File: src/rtl/i2c_rb_pkg.sv
package i2c_rb_pkg;
  localparam int ADDR_W = 7;
  localparam int BYTE_W = ADDR_W + 1;
  localparam logic [ADDR_W-2:0] DEV_ADDR_HI = 6'b010000;

  typedef enum logic [3:0] {
    ST_IDLE,
    ST_ADDR,
    ST_ADDR_ACK,
    ST_CMD,
    ST_CMD_ACK,
    ST_WDATA,
    ST_WDATA_ACK,
    ST_RDATA,
    ST_RACK
  } xfer_state_e;
endpackage

File: src/rtl/i2c_bus_events.sv
module i2c_bus_events (
  input  logic clk_i,
  input  logic rst_ni,
  input  logic scl_i,
  input  logic sda_i,
  output logic scl_rise_o,
  output logic scl_fall_o,
  output logic start_o,
  output logic stop_o
);
  logic scl_q, sda_q;

  always_ff @(posedge clk_i or negedge rst_ni) begin
    if (!rst_ni) begin
      scl_q <= 1'b1;
      sda_q <= 1'b1;
    end else begin
      scl_q <= scl_i;
      sda_q <= sda_i;
    end
  end

  assign scl_rise_o = scl_i & ~scl_q;
  assign scl_fall_o = ~scl_i & scl_q;
  // SDA edges while SCL stays high
  assign start_o    = scl_i & scl_q & sda_q & ~sda_i;
  assign stop_o     = scl_i & scl_q & ~sda_q & sda_i;
endmodule

File: src/rtl/i2c_addr_match.sv
module i2c_addr_match
  import i2c_rb_pkg::*;
(
  input  logic [ADDR_W-1:0] addr_i,
  input  logic              strap_i,
  output logic              match_o
);
  localparam logic [ADDR_W-2:0] HI = DEV_ADDR_HI;

  assign match_o = (addr_i == {HI, strap_i});
endmodule

File: src/rtl/i2c_xfer_fsm.sv
module i2c_xfer_fsm
  import i2c_rb_pkg::*;
(
  input  logic              clk_i,
  input  logic              rst_ni,
  input  logic              scl_i,
  input  logic              sda_i,
  input  logic              scl_rise_i,
  input  logic              scl_fall_i,
  input  logic              start_i,
  input  logic              stop_i,
  input  logic              match_i,
  input  logic [BYTE_W-1:0] rdata_i,
  output logic [ADDR_W-1:0] rx_addr_o,
  output logic              sda_oe_o,
  output logic [BYTE_W-1:0] ptr_o,
  output logic [BYTE_W-1:0] wdata_o,
  output logic              we_o,
  output logic              re_o
);
  localparam int CNT_W = $clog2(BYTE_W + 1);
  localparam logic [CNT_W-1:0] CNT_FULL = CNT_W'(BYTE_W);
  localparam logic [CNT_W-1:0] CNT_LAST = CNT_W'(BYTE_W - 1);

  xfer_state_e       state_q;
  logic [CNT_W-1:0]  cnt_q;
  logic [BYTE_W-1:0] rx_q, tx_q, ptr_q, wdata_q;
  logic              rd_q, mack_q, we_q, re_q;

  always_ff @(posedge clk_i or negedge rst_ni) begin
    if (!rst_ni) begin
      state_q <= ST_IDLE;
      cnt_q   <= '0;
      rx_q    <= '0;
      tx_q    <= '0;
      ptr_q   <= '0;
      wdata_q <= '0;
      rd_q    <= 1'b0;
      mack_q  <= 1'b0;
      we_q    <= 1'b0;
      re_q    <= 1'b0;
    end else begin
      we_q <= 1'b0;
      re_q <= 1'b0;
      if (start_i) begin
        state_q <= ST_ADDR;
        cnt_q   <= '0;
      end else if (stop_i) begin
        state_q <= ST_IDLE;
        cnt_q   <= '0;
      end else begin
        unique case (state_q)
          ST_ADDR, ST_CMD, ST_WDATA: begin
            if (scl_rise_i && cnt_q != CNT_FULL) begin
              rx_q  <= {rx_q[BYTE_W-2:0], sda_i};
              cnt_q <= cnt_q + 1'b1;
            end else if (scl_fall_i && cnt_q == CNT_FULL) begin
              cnt_q <= '0;
              if (state_q == ST_ADDR) begin
                rd_q    <= rx_q[0];
                state_q <= match_i ? ST_ADDR_ACK : ST_IDLE;
              end else if (state_q == ST_CMD) begin
                ptr_q   <= rx_q;
                state_q <= ST_CMD_ACK;
              end else begin
                wdata_q <= rx_q;
                we_q    <= 1'b1;
                state_q <= ST_WDATA_ACK;
              end
            end
          end
          ST_ADDR_ACK: begin
            if (scl_fall_i) begin
              if (rd_q) begin
                tx_q    <= rdata_i;
                re_q    <= 1'b1;
                state_q <= ST_RDATA;
              end else begin
                state_q <= ST_CMD;
              end
            end
          end
          ST_CMD_ACK, ST_WDATA_ACK: begin
            if (scl_fall_i) state_q <= ST_WDATA;
          end
          ST_RDATA: begin
            if (scl_fall_i) begin
              if (cnt_q == CNT_LAST) begin
                cnt_q   <= '0;
                state_q <= ST_RACK;
              end else begin
                tx_q  <= {tx_q[BYTE_W-2:0], 1'b0};
                cnt_q <= cnt_q + 1'b1;
              end
            end
          end
          ST_RACK: begin
            if (scl_rise_i) mack_q <= ~sda_i;
            if (scl_fall_i) begin
              if (mack_q) begin
                tx_q    <= rdata_i;
                re_q    <= 1'b1;
                state_q <= ST_RDATA;
              end else begin
                state_q <= ST_IDLE;
              end
            end
          end
          default: ;
        endcase
      end
    end
  end

  assign rx_addr_o = rx_q[BYTE_W-1:1];
  assign sda_oe_o  = (state_q == ST_ADDR_ACK) || (state_q == ST_CMD_ACK) ||
                     (state_q == ST_WDATA_ACK) ||
                     ((state_q == ST_RDATA) && !tx_q[BYTE_W-1]);
  assign ptr_o     = ptr_q;
  assign wdata_o   = wdata_q;
  assign we_o      = we_q;
  assign re_o      = re_q;


  strobe_excl_chk: assert property (@(posedge clk_i) disable iff (!rst_ni)
    !(we_q && re_q));

  we_pulse_chk: assert property (@(posedge clk_i) disable iff (!rst_ni)
    we_q |=> !we_q);

  we_acked_chk: assert property (@(posedge clk_i) disable iff (!rst_ni)
    we_q |-> sda_oe_o);

  re_load_chk: assert property (@(posedge clk_i) disable iff (!rst_ni)
    re_q |-> (state_q == ST_RDATA) && (cnt_q == '0));

  oe_scl_low_chk: assert property (@(posedge clk_i) disable iff (!rst_ni)
    !$stable(sda_oe_o) |-> !scl_i);
endmodule

File: src/rtl/i2c_regbus_slave.sv
module i2c_regbus_slave
  import i2c_rb_pkg::*;
(
  input  logic              clk_i,
  input  logic              rst_ni,
  input  logic              scl_i,
  input  logic              sda_i,
  input  logic              addr_strap_i,
  output logic              sda_oe_o,
  output logic [BYTE_W-1:0] reg_addr_o,
  output logic [BYTE_W-1:0] reg_wdata_o,
  output logic              reg_we_o,
  input  logic [BYTE_W-1:0] reg_rdata_i,
  output logic              reg_re_o
);
  logic scl_rise, scl_fall, start_ev, stop_ev, match;
  logic [ADDR_W-1:0] rx_addr;

  i2c_bus_events u_events (
    .clk_i      (clk_i),
    .rst_ni     (rst_ni),
    .scl_i      (scl_i),
    .sda_i      (sda_i),
    .scl_rise_o (scl_rise),
    .scl_fall_o (scl_fall),
    .start_o    (start_ev),
    .stop_o     (stop_ev)
  );

  i2c_addr_match u_match (
    .addr_i  (rx_addr),
    .strap_i (addr_strap_i),
    .match_o (match)
  );

  i2c_xfer_fsm u_fsm (
    .clk_i      (clk_i),
    .rst_ni     (rst_ni),
    .scl_i      (scl_i),
    .sda_i      (sda_i),
    .scl_rise_i (scl_rise),
    .scl_fall_i (scl_fall),
    .start_i    (start_ev),
    .stop_i     (stop_ev),
    .match_i    (match),
    .rdata_i    (reg_rdata_i),
    .rx_addr_o  (rx_addr),
    .sda_oe_o   (sda_oe_o),
    .ptr_o      (reg_addr_o),
    .wdata_o    (reg_wdata_o),
    .we_o       (reg_we_o),
    .re_o       (reg_re_o)
  );
endmodule

File: config.mk
export PLATFORM = sky130hd
export DESIGN_NAME = i2c_regbus_slave
export DESIGN_NICKNAME = d
export VERILOG_FILES = /design/src/rtl/i2c_rb_pkg.sv /design/src/rtl/i2c_bus_events.sv /design/src/rtl/i2c_addr_match.sv /design/src/rtl/i2c_xfer_fsm.sv /design/src/rtl/i2c_regbus_slave.sv
export SDC_FILE = /design/constraint.sdc
export NUM_CORES = 1
export LEC_CHECK = 0
export ABC_AREA = 1
export CORE_ASPECT_RATIO = 2
export CORE_UTILIZATION = 49
export DETAILED_ROUTE_END_ITERATION = 8
export GPL_ROUTABILITY_DRIVEN = 0
export PLACE_DENSITY = 0.75
export SYNTH_ARGS = -nofsm -noshare
export SYNTH_HDL_FRONTEND = slang
export SYNTH_HIERARCHICAL = 1
export SYNTH_SLANG_ARGS = --single-unit
File: constraint.sdc
create_clock -name clk_i -period 1.79 [get_ports clk_i]
set_input_delay 0.358 -clock clk_i [delete_from_list [all_inputs] [get_ports clk_i]]
set_output_delay 0.358 -clock clk_i [all_outputs]
set_load 0.02 [all_outputs]
* Word-level counts from Yosys, hierarchy flattened *
Cells that the tools add are included.

cells by class
  $add $sub $neg = 1
  equal/unequal tests = 26
  muxes and demuxes = 43
  bitwise logic cells = 16
  reductions and logical operators = 20

operators with widths
  operator             number
  $mux 4               16
  $mux 8               6
  $ne 4x3->1 const B   6
  $pmux 8 s3           1
  $eq 4x3->1 const B   5
  $pmux 4 s5           1
  $reduce_and 7->1     2
  $mux 1               13
  $ne 2x1->1 const B   5
  $not 1->1            9
  $reduce_and 9->1     1
  $eq 4x2->1 const B   2
  $eq 4x4->1 const B   2
  $ne 4x4->1 const B   2
  $pmux 4 s2           1
  $reduce_and 4->1     2
  $reduce_and 8->1     1
  $and 1x1->1          7
  $eq 7x6->1           1
  $reduce_bool 7->1    1
  $mux 3               2
  $reduce_and 6->1     1
  $ne 5x3->1 const B   1
  $add 4x1->4 const B  1
  other kinds (12)     17

storage, ports and cells
  register bits = 46
  bits of input ports = 13
  logic and storage cells = 118

* Logic depth before layout (Yosys ltp) *
Gate-level depths: netlist (run 1).

  depth after elaboration = 8
  mapped depth = 12

* By module *
The synthesis (run 1) kept the hierarchy.

modules (own cells, without submodules)
  module          instances  cells an instance  area an instance (um2)  seq. area each (um2)
  i2c_xfer_fsm    1          270                2282.2                  1101.1
  i2c_bus_events  1          13                 93.8                    52.6
  i2c_addr_match  1          10                 42.5                    0.0

* Worst setup path before layout (run 1) *
OpenSTA, ideal clock, no wires.

  kind = reg-to-reg
  start = reg u_events.sda_q
  end = reg u_fsm.state_q[0]
  setup time = 0.121 ns
  arrival = 1.543 ns
  data required time = 1.669 ns
  path slack = 0.126 ns
  cell stages (with the launch flop) = 13
  clock period less this slack = 1.664 ns
  cells stage by stage = dfstp_2 inv_1 nand2_1 nor2_1 nor2_1 buf_2 nand2_1 nor2_1 nand2_1 nand2_2 nor2_2 nand2_1 nand2_1

between the ends
  word-level cells in the longest chain between the ends = 5
  elaborated cells between the ends (all ways) = 16
  those cells by class = eq/ne: 7; mux: 2; bitwise: 5; reduce/logical: 2

ends and longest elaborated chain
  item                                                         RTL line                source
  start: declaration                                           i2c_bus_events.sv:11    logic scl_q, sda_q;
  start signal: assignment                                     i2c_bus_events.sv:19    sda_q <= sda_i;
  $not 1->1 (*)                                                i2c_bus_events.sv:27    assign stop_o = scl_i & scl_q & ~sda_q & sda_i;
  $and 1x1->1 (*) (2 in a row)                                 i2c_bus_events.sv:27
  net stop_ev                                                  i2c_regbus_slave.sv:16  logic scl_rise, scl_fall, start_ev, stop_ev, match;
  $ne 4x3->1 (no source line), or another cell as far along    -
  $reduce_and 8->1 (no source line) or $mux 4 (tied branches)  -
  end signal: assignment                                       i2c_xfer_fsm.sv:61      state_q <= match_i ? ST_ADDR_ACK : ST_IDLE;
  end: declaration                                             i2c_xfer_fsm.sv:25      xfer_state_e state_q;

The timed path passes the listed nets; every way through them passes the cells marked *.
A chain may end at the register's enable or synchronous reset.

* Worst setup path in the final report (run 1) *
  start = in scl_i
  end = reg u_fsm.tx_q[5]

between the ends
  word-level cells in the longest chain between the ends = 5
  elaborated cells between the ends (all ways) = 13
  those cells by class = eq/ne: 3; bitwise: 9; reduce/logical: 1

ends and longest elaborated chain
  item                               RTL line                source
  start: declaration                 i2c_regbus_slave.sv:6   input logic scl_i,
  $and 1x1->1 (3 in a row)           i2c_bus_events.sv:26    assign start_o = scl_i & scl_q & sda_q & ~sda_i;
  net start_ev                       i2c_regbus_slave.sv:16
  $not 1->1 (no source line)         -
  $reduce_and 9->1 (no source line)  -
  end signal: assignment             i2c_xfer_fsm.sv:75      tx_q <= rdata_i;
  end signal: assignment             i2c_xfer_fsm.sv:92      tx_q <= {tx_q[BYTE_W-2:0], 1'b0};
  end signal: assignment             i2c_xfer_fsm.sv:101     tx_q <= rdata_i;
  end: declaration                   i2c_xfer_fsm.sv:27      logic [BYTE_W-1:0] rx_q, tx_q, ptr_q, wdata_q;

The timed path passes the listed nets, and every way through them passes these cells.

==> results list, run 1 <==
- Worst clock skew on the final layout: 0.01022 ns
- Synthesized area per cell: 8.255 sq um
- Initial Util: 51.62%
- The synthesized netlist occupies a cell area of 0.002419 sq mm.
- Before antenna repair, the detailed router went through 4 iterations.
* Level count of the clock H-tree: 2
* N_diodes: 0
* Final critical delay including setup and external delays: 1.735 ns
* Share of async-settable or async-resettable flops after synthesis: 100.0%
* Die width: 51.68 um
- Power density over the cells: 1303 mW/mm^2
* Final hold vios: 0
- Vias in the first global route: 2028
- Highest achievable clock rate: 0.5763 GHz
* Signal arrival time at the worst endpoint: 1.93 ns
- In this run the worst path has a maximum fanout of 16.
- The floorplan step defined a die boundary enclosing 0.005238 sq mm.
- Quantity of I/O buffers inserted on ports: 31
- The area growth from synthesis to layout is 24.83%.
* Residual DRC: 0
- Total power: 0.003934 W
* Number of setup violations in the final report: 0
* Count of different cell masters after synthesis: 32
- Buffers inserted during clock tree synthesis total 5.
- In this run the tightest slew margin relative to its limit is 61.50%.
* Cells after DPL: 388
- During I/O placement, the number of pins put on the boundary was 32.
* Peak ir drop on the vdd network: 873.5 uV
* Unrepaired setup endpoints after global routing: true
- The worst hold path belongs to the class in -> async.
* Count of yosys warnings during synthesis: 6
* Slew of the pin with the lowest slew margin: 0.5776 ns
- Counting flops with a built-in enable in the synthesized netlist gives 0.
- Across the run, the number of max-cap violations was 0.
* Share of post-route cells with drive strength above 1: 23.03%
- Largest net degree at the start of global routing: 47
* Critical Path Sink Type: register
- The finished layout holds 398 standard cells, fillers aside.
* Fill cell total of the finished layout: 398
* Root buffer cell: sky130_fd_sc_hd__clkbuf_8
* Fraction of the cycle the final worst path needs: 96.94%
* Top flip-flop cell by instance count after synthesis: sky130_fd_sc_hd__dfrtp_1
* Sum Neg Setup Slack: 0 ns
- Run status: finished clean
- The cell count after synthesis came out at 293.
* Wire length of the first global-routing pass: 8659 um
* Detail-routed net length per standard cell: 13.25 um
- Max-slew violation count: 0
- For the worst flop-to-flop path, the logic depth is 10.
* Core Box Area: 0.004686 sq mm
- The endpoint identified for the worst register-to-register timing path is u_fsm/tx_q[5]$_DFFE_PN0P_.
* Row cnt: 35
* Leakage power: 1.541 nW
- Counting along the longest clock path gives a buffer depth of 2.
- After legalization and detailed placement, the total HPWL measured 3889 um.
- The share of the Yosys chip area taken by registers is 47.70%.
- Sort of element at the start of the critical path: primary input
- After synthesis the netlist holds a flip-flop and latch count of 46.
- Clock latency at the later pin of the worst-skew pair: 0.30 ns
- RR Startpoint: u_events/sda_q$_DFF_PN1_
- Register-to-register setup slack: 0.06 ns
- The count of nets left with antenna violations once routing finished came out at 0.
- Clock edge transition at the registers on the reported setup and hold paths: 0.09 ns
- CTS tree: yes
- In this run the worst setup path begins at scl_i.
- Via/cell ratio: 5.038
* Total via count in the routed design: 2005
- For this block, the initial DRC count from the detailed router was 43.
* Category of the critical setup timing path: in -> reg
- For this run, the total global-route usage over all layers was measured as 22.37%.
* Worst hold slack after final layout: 0.1167 ns
- Data on the critical path is required at its endpoint by 1.98 ns.
* Initial antenna violation count: 0
* Number of sinks handled by clock tree synthesis: 46
- Final wirelength: 5273 um
- Die H: 101.4 um
- For this run, the share of the core covered by cells in the final layout is 64.43%.
- Post-layout nets: 357
* Number of nets in the synthesized netlist: 308
- Total overflow reported by the global router: 0
## where the power goes
| part | leakage [nW] | switching, W | internal (W) |
|---|---|---|---|
| sequential | 0.608 | 0.000189 | 0.00128 |
| combinational | 0.883 | 0.00108 | 0.000717 |
| clock | 0.0489 | 0.000380 | 0.000283 |
| total | 1.54 | 0.00165 | 0.00228 |
## cell usage in the layout (no fill, tap or decap), types with 5 or more instances in the layout
master / n
sky130_fd_sc_hd__mux2i_1: 7
sky130_fd_sc_hd__buf_4: 20
sky130_fd_sc_hd__nor2_1: 24
sky130_fd_sc_hd__o21ai_0: 20
sky130_fd_sc_hd__clkdlybuf4s50_1: 28
sky130_fd_sc_hd__nand2_2: 10
sky130_fd_sc_hd__o21ai_2: 9
sky130_fd_sc_hd__o21bai_1: 5
sky130_fd_sc_hd__clkbuf_8: 5
sky130_fd_sc_hd__nand3_1: 9
sky130_fd_sc_hd__nand2_1: 79
sky130_fd_sc_hd__inv_2: 5
sky130_fd_sc_hd__nor2_2: 10
sky130_fd_sc_hd__inv_1: 28
sky130_fd_sc_hd__o21ai_1: 6
sky130_fd_sc_hd__dfrtp_1: 43
## flip-flops by register name (all words and copies together) (netlist names)
name / cells
u_fsm/we_o: 1
u_fsm/rx_q: 8
u_events/sda_q: 1
u_fsm/wdata_o: 8
u_fsm/tx_q: 8
u_fsm/re_o: 1
u_fsm/state_q: 4
u_fsm/ptr_o: 8
u_events/scl_q: 1
u_fsm/mack_q: 1
u_fsm/cnt_q: 4
u_fsm/rd_q: 1
## metal layers
layer / up-vias / routed length [um] / global-route usage (%)
li1: 1010 / - / -
met1: 946 / 2002 / 21.27
met2: 33 / 2939 / 43.56
met3: 16 / 131 / 3.153
met4: 0 / 199 / 11.64
met5: - / 0 / 0
## final cells by class
| cell class | count | area [sq um] | share of cell area, % |
|---|---|---|---|
| Clock buffer | 5 | 68.82 | 2.279 |
| Clock inverter | 3 | 22.52 | 0.7460 |
| Inverter | 34 | 127.6 | 4.227 |
| Multi-Input combinational cell | 200 | 1061 | 35.14 |
| Sequential cell | 46 | 1155 | 38.25 |
| Tap cell | 55 | 68.82 | 2.279 |
| Timing Repair Buffer | 55 | 515.5 | 17.07 |
## cells in the mapped netlist, types with 2 or more instances
library cell | instances | area, sq um
sky130_fd_sc_hd__o21ai_2 | 9 | 78.83
sky130_fd_sc_hd__o21ai_0 | 20 | 100.1
sky130_fd_sc_hd__nor2_1 | 30 | 112.6
sky130_fd_sc_hd__nor2_4 | 3 | 33.78
sky130_fd_sc_hd__nand2_1 | 82 | 307.8
sky130_fd_sc_hd__inv_1 | 28 | 105.1
sky130_fd_sc_hd__a21oi_1 | 3 | 15.01
sky130_fd_sc_hd__nor2_2 | 4 | 25.02
sky130_fd_sc_hd__nand3_2 | 2 | 20.02
sky130_fd_sc_hd__inv_2 | 5 | 18.77
sky130_fd_sc_hd__dfstp_2 | 2 | 52.55
sky130_fd_sc_hd__nand3b_1 | 2 | 15.01
sky130_fd_sc_hd__nand4_1 | 2 | 12.51
sky130_fd_sc_hd__mux2i_1 | 7 | 70.07
sky130_fd_sc_hd__buf_2 | 4 | 20.02
sky130_fd_sc_hd__o21ai_1 | 6 | 30.03
sky130_fd_sc_hd__o21bai_1 | 5 | 37.54
sky130_fd_sc_hd__dfrtp_1 | 44 | 1101
sky130_fd_sc_hd__ha_1 | 2 | 25.02
sky130_fd_sc_hd__nand2_2 | 7 | 43.79
sky130_fd_sc_hd__buf_4 | 7 | 52.55
sky130_fd_sc_hd__nand3_1 | 9 | 45.04
## how the worst max path moves through the flow
stage,endpoint,slack (ns),cells past startpoint
final,u_fsm/tx_q[5]$_DFFE_PN0P_,0.05,10
after CTS,sda_oe_o,0.01,5
after detailed placement,u_fsm/cnt_q[1]$_DFFE_PN0P_,-0.23,14
after floorplan,u_fsm/state_q[0]$_DFFE_PN0P_,0.13,12
after global routing,u_fsm/ptr_o[0]$_DFFE_PN0P_,-0.06,7
after global placement,u_fsm/cnt_q[2]$_DFFE_PN0P_,-0.20,14
## per-stage QoR
| step | setup slack (ns) | instance area [sq um] |
|---|---|---|
| 3_3_place_gp | -0.1979 | 2884 |
| 2_1_floorplan | 0.1258 | 2419 |
| 4_1_cts | 0.01472 | 2977 |
| 6_report | 0.05469 | 3019 |
| 3_5_place_dp | -0.2341 | 2884 |
| 5_1_grt | -0.05701 | 3019 |
## cell families (layout without fill, tap and decap cells)
family / Yosys count / after routing / synth area share (%)
DFF: 46 / 46 / 47.70
adders and majority gates: 2 / 2 / 1.034
and+or+nand+nor: 144 / 144 / 26.85
buffers and inverters: 47 / 97 / 9.363
xor gates and xnor gates: 2 / 2 / 0.7244
AOI/OAI and AO/OA: 45 / 45 / 11.43
muxes: 7 / 7 / 2.897
## timing repair
item,4_1_cts,5_1_grt
pin swaps,0,2
endpoints found under the hold margin,0,0
hold buffers,0,0
gates cloned,0,1
buffers inserted,0,1
endpoints found under the setup margin,1,27
resized for setup,3,13
## worst max-delay path, cell delays in order
cell                              delay (ns)
sky130_fd_sc_hd__clkdlybuf4s50_1        0.45
sky130_fd_sc_hd__nand2_2                0.10
sky130_fd_sc_hd__nor2_2                 0.05
sky130_fd_sc_hd__nor2_2                 0.16
sky130_fd_sc_hd__clkdlybuf4s15_2        0.27
sky130_fd_sc_hd__o21ai_2                0.09
sky130_fd_sc_hd__nor2_4                 0.13
sky130_fd_sc_hd__nand2_4                0.15
sky130_fd_sc_hd__nand2_1                0.12
sky130_fd_sc_hd__o21ai_2                0.05
No activity file was read; power rests on OpenSTA's default activity.
==> run 2, diff against run 1 <==
--- a/config.mk
+++ b/config.mk
@@ -8,6 +8,7 @@
 export ABC_AREA = 1
 export CORE_ASPECT_RATIO = 2
 export CORE_UTILIZATION = 49
+export CTS_CLUSTER_DIAMETER = 100
 export DETAILED_ROUTE_END_ITERATION = 8
 export GPL_ROUTABILITY_DRIVEN = 0
 export PLACE_DENSITY = 0.75
==> results of run 2 <==
Final layout, timing and power as in run 1 (identical DEF).
==> run 3, diff against run 2 <==
--- a/config.mk
+++ b/config.mk
@@ -6,12 +6,12 @@
 export NUM_CORES = 1
 export LEC_CHECK = 0
 export ABC_AREA = 1
-export CORE_ASPECT_RATIO = 2
+export CORE_ASPECT_RATIO = 0.5
 export CORE_UTILIZATION = 49
 export CTS_CLUSTER_DIAMETER = 100
 export DETAILED_ROUTE_END_ITERATION = 8
 export GPL_ROUTABILITY_DRIVEN = 0
-export PLACE_DENSITY = 0.75
+export PLACE_DENSITY_LB_ADDON = 0.05
 export SYNTH_ARGS = -nofsm -noshare
 export SYNTH_HDL_FRONTEND = slang
 export SYNTH_HIERARCHICAL = 1
==> run 3 against run 2 <==
  * Via count shrank 0.55%
  * Clock skew shrank 0.0033 ns
  * Register-to-register slack gained 0.06 ns
  * Clock-buffer cell count is the same
  * Largest cell class unchanged
==> results list, run 3 (synthesis gave the netlist of run 1 again) <==
- For the finished layout, the period the worst path requires is 1.685 ns.
- Initial Util: 52.89%
* Post-CTS setup buffer count: 0
- In this run the static leakage power is 1.543 nW.
- Final hold vios: 0
- Die outline area: 0.005238 sq mm
* Largest net degree at the start of global routing: 47
* Fraction of the cycle the final worst path needs: 94.16%
- CTS placed an instance of sky130_fd_sc_hd__clkbuf_8 at the clock tree root.
* Worst-case reg-to-reg path depth: 9
- Area delta synth->final: 26.90%
- Largest driver fanout on the critical path: 3
- The worst hold path belongs to the class in -> async.
* Buf/Inv on CP: 1
- Core Box Area: 0.004573 sq mm
- Category of the critical setup timing path: reg -> out
- Once detail routing completed, the nets flagged for antenna violations numbered 0.
* CTS hold repair buffers: 0
- Top Ports: 32
- In the layout the commonest cells are 82 x sky130_fd_sc_hd__nand2_1, 44 x sky130_fd_sc_hd__dfrtp_1, 28 x sky130_fd_sc_hd__clkdlybuf4s50_1, 28 x sky130_fd_sc_hd__inv_1, 24 x sky130_fd_sc_hd__nor2_1.
- For this block, the routed nets add up to 5078 um of wire.
- For this run, the total global-route usage over all layers was measured as 21.84%.
- The slowest stage of the critical path belongs to the cell sky130_fd_sc_hd__dfrtp_1.
- Post-layout nets: 357
- Initial antenna violation count: 0
- The worst setup path is captured at an output port.
* Sort of element at the start of the critical path: register
* Critical-path cell list: nor2_4 -> nand2_2 -> o211ai_1 -> buf_2
- Critical path origin: u_fsm/state_q[3]$_DFFE_PN0P_
- Residual DRC: 0
- Via/cell ratio: 4.875
* Placed wire-length estimate: 3579 um
* Wire length of the first global-routing pass: 8556 um
- Data on the critical path arrives at its endpoint at 1.33 ns.
- TritonCTS built the clock tree.
- In this run the critical register-to-register path is launched from u_events/sda_q$_DFF_PN1_.
- Based on the critical path, the design can be clocked at up to 0.5933 GHz.
- The first detailed-routing pass took 4 iterations.
* Die width: 101.4 um
* Power density over the cells: 1287 mW/mm^2
* Req. time, crit path: 1.43 ns
* Max-slew violation count: 0
- Cells after DPL: 401
- Number of sinks handled by clock tree synthesis: 46
- The routed layout has 1994 vias.
- The worst pin sits at a relative slew slack of 80.34%.
* Max Cap Violations: 0
- The clock arrives with 0.006950 ns of skew.
- Number of non-filler instances in the completed layout: 409
* Clock edge transition at the registers on the reported setup and hold paths: 0.09 ns
- For this block, the initial DRC count from the detailed router was 111.
* Vias in the first global route: 1956
* Slew of the pin with the lowest slew margin: 0.2938 ns
- Most frequent standard cell in the layout excluding fill and tap cells: sky130_fd_sc_hd__nand2_1
- The total overflow left after global routing is 0.
* N_diodes: 0
* Clock latency at the later pin of the worst-skew pair: 0.30 ns
- Level count of the clock H-tree: 2
- Quantity of I/O buffers inserted on ports: 31
- In this run, CTS created clock tree buffers numbering 5.
* Final core area utilization: 67.11%
- In this run the vertical extent of the chip is 51.68 um.
* Slowest cell delay on critical path: 0.45 ns
* Share of post-route cells with drive strength above 1: 22.16%
* Family of cells with the greatest summed delay on the critical path: flip-flops
* Row cnt: 17
* Peak ir drop on the vdd network: 531.0 uV
- Setup violations remaining at the end of the flow were counted as 0.
* Register-to-register setup slack: 0.12 ns
- In this run the deepest clock path goes through 2 buffers.
- Reg2reg end: u_fsm/ptr_o[5]$_DFFE_PN0P_
- The flow ran to the end, and the final reports show no timing, DRC or antenna violations.
- Detail-routed net length per standard cell: 12.42 um
-- run 3: final cells by class --
class                           instances  area [sq um]
Inverter                               34         127.6
Clock inverter                          3         25.02
Sequential cell                        46          1154
Tap cell                               66         82.58
Clock buffer                            5         68.82
Fill cell                             389          1504
Multi-Input combinational cell        200          1087
Timing Repair Buffer                   55         524.3
-- run 3: per-layer routing --
metal / up-vias / wire length [um] / GRT usage, %
li1: 1013 / - / -
met5: - / 0 / 0
met2: 46 / 2364 / 37.76
met1: 933 / 2407 / 27.18
met3: 2 / 279 / 6.183
met4: 0 / 26 / 6.039
-- run 3: how the worst max path moves through the flow --
stage,cells past startpoint,end
floorplan,12,u_fsm/state_q[0]$_DFFE_PN0P_
global placement,11,u_fsm/rx_q[0]$_DFFE_PN0P_
detailed placement,10,u_fsm/rx_q[5]$_DFFE_PN0P_
CTS,4,sda_oe_o
global route,12,u_fsm/state_q[3]$_DFFE_PN0P_
finish,4,sda_oe_o
-- run 3: what timing repair did --
item,CTS,global route
resized for setup,3,16
pin swaps,0,5
setup endpoints to repair,1,26
-- run 3: power breakdown --
group | internal [W] | switching, W | leakage (nW)
logic | 0.000712 | 0.00111 | 0.888
clock network | 0.000282 | 0.000378 | 0.0447
registers | 0.00128 | 0.000193 | 0.610
total | 0.00227 | 0.00168 | 1.54
-- run 3: per-stage QoR --
| step | total power [W] | TNS [ns] | area [sq um] | setup slack [ns] | hold slack, ns |
|---|---|---|---|---|---|
| after floorplan | 0.002734 | 0 | 2419 | 0.1258 | 0.06241 |
| after global placement | 0.003171 | -6.487 | 2925 | -0.2101 | 0.3547 |
| after detailed placement | 0.003215 | -8.283 | 2925 | -0.2813 | 0.3579 |
| after CTS | 0.003887 | 0 | 3020 | 0.001899 | 0.02900 |
| after global routing | 0.004269 | -0.03727 | 3069 | -0.01261 | 0.03102 |
| final | 0.003950 | 0 | 3069 | 0.1046 | 0.01348 |
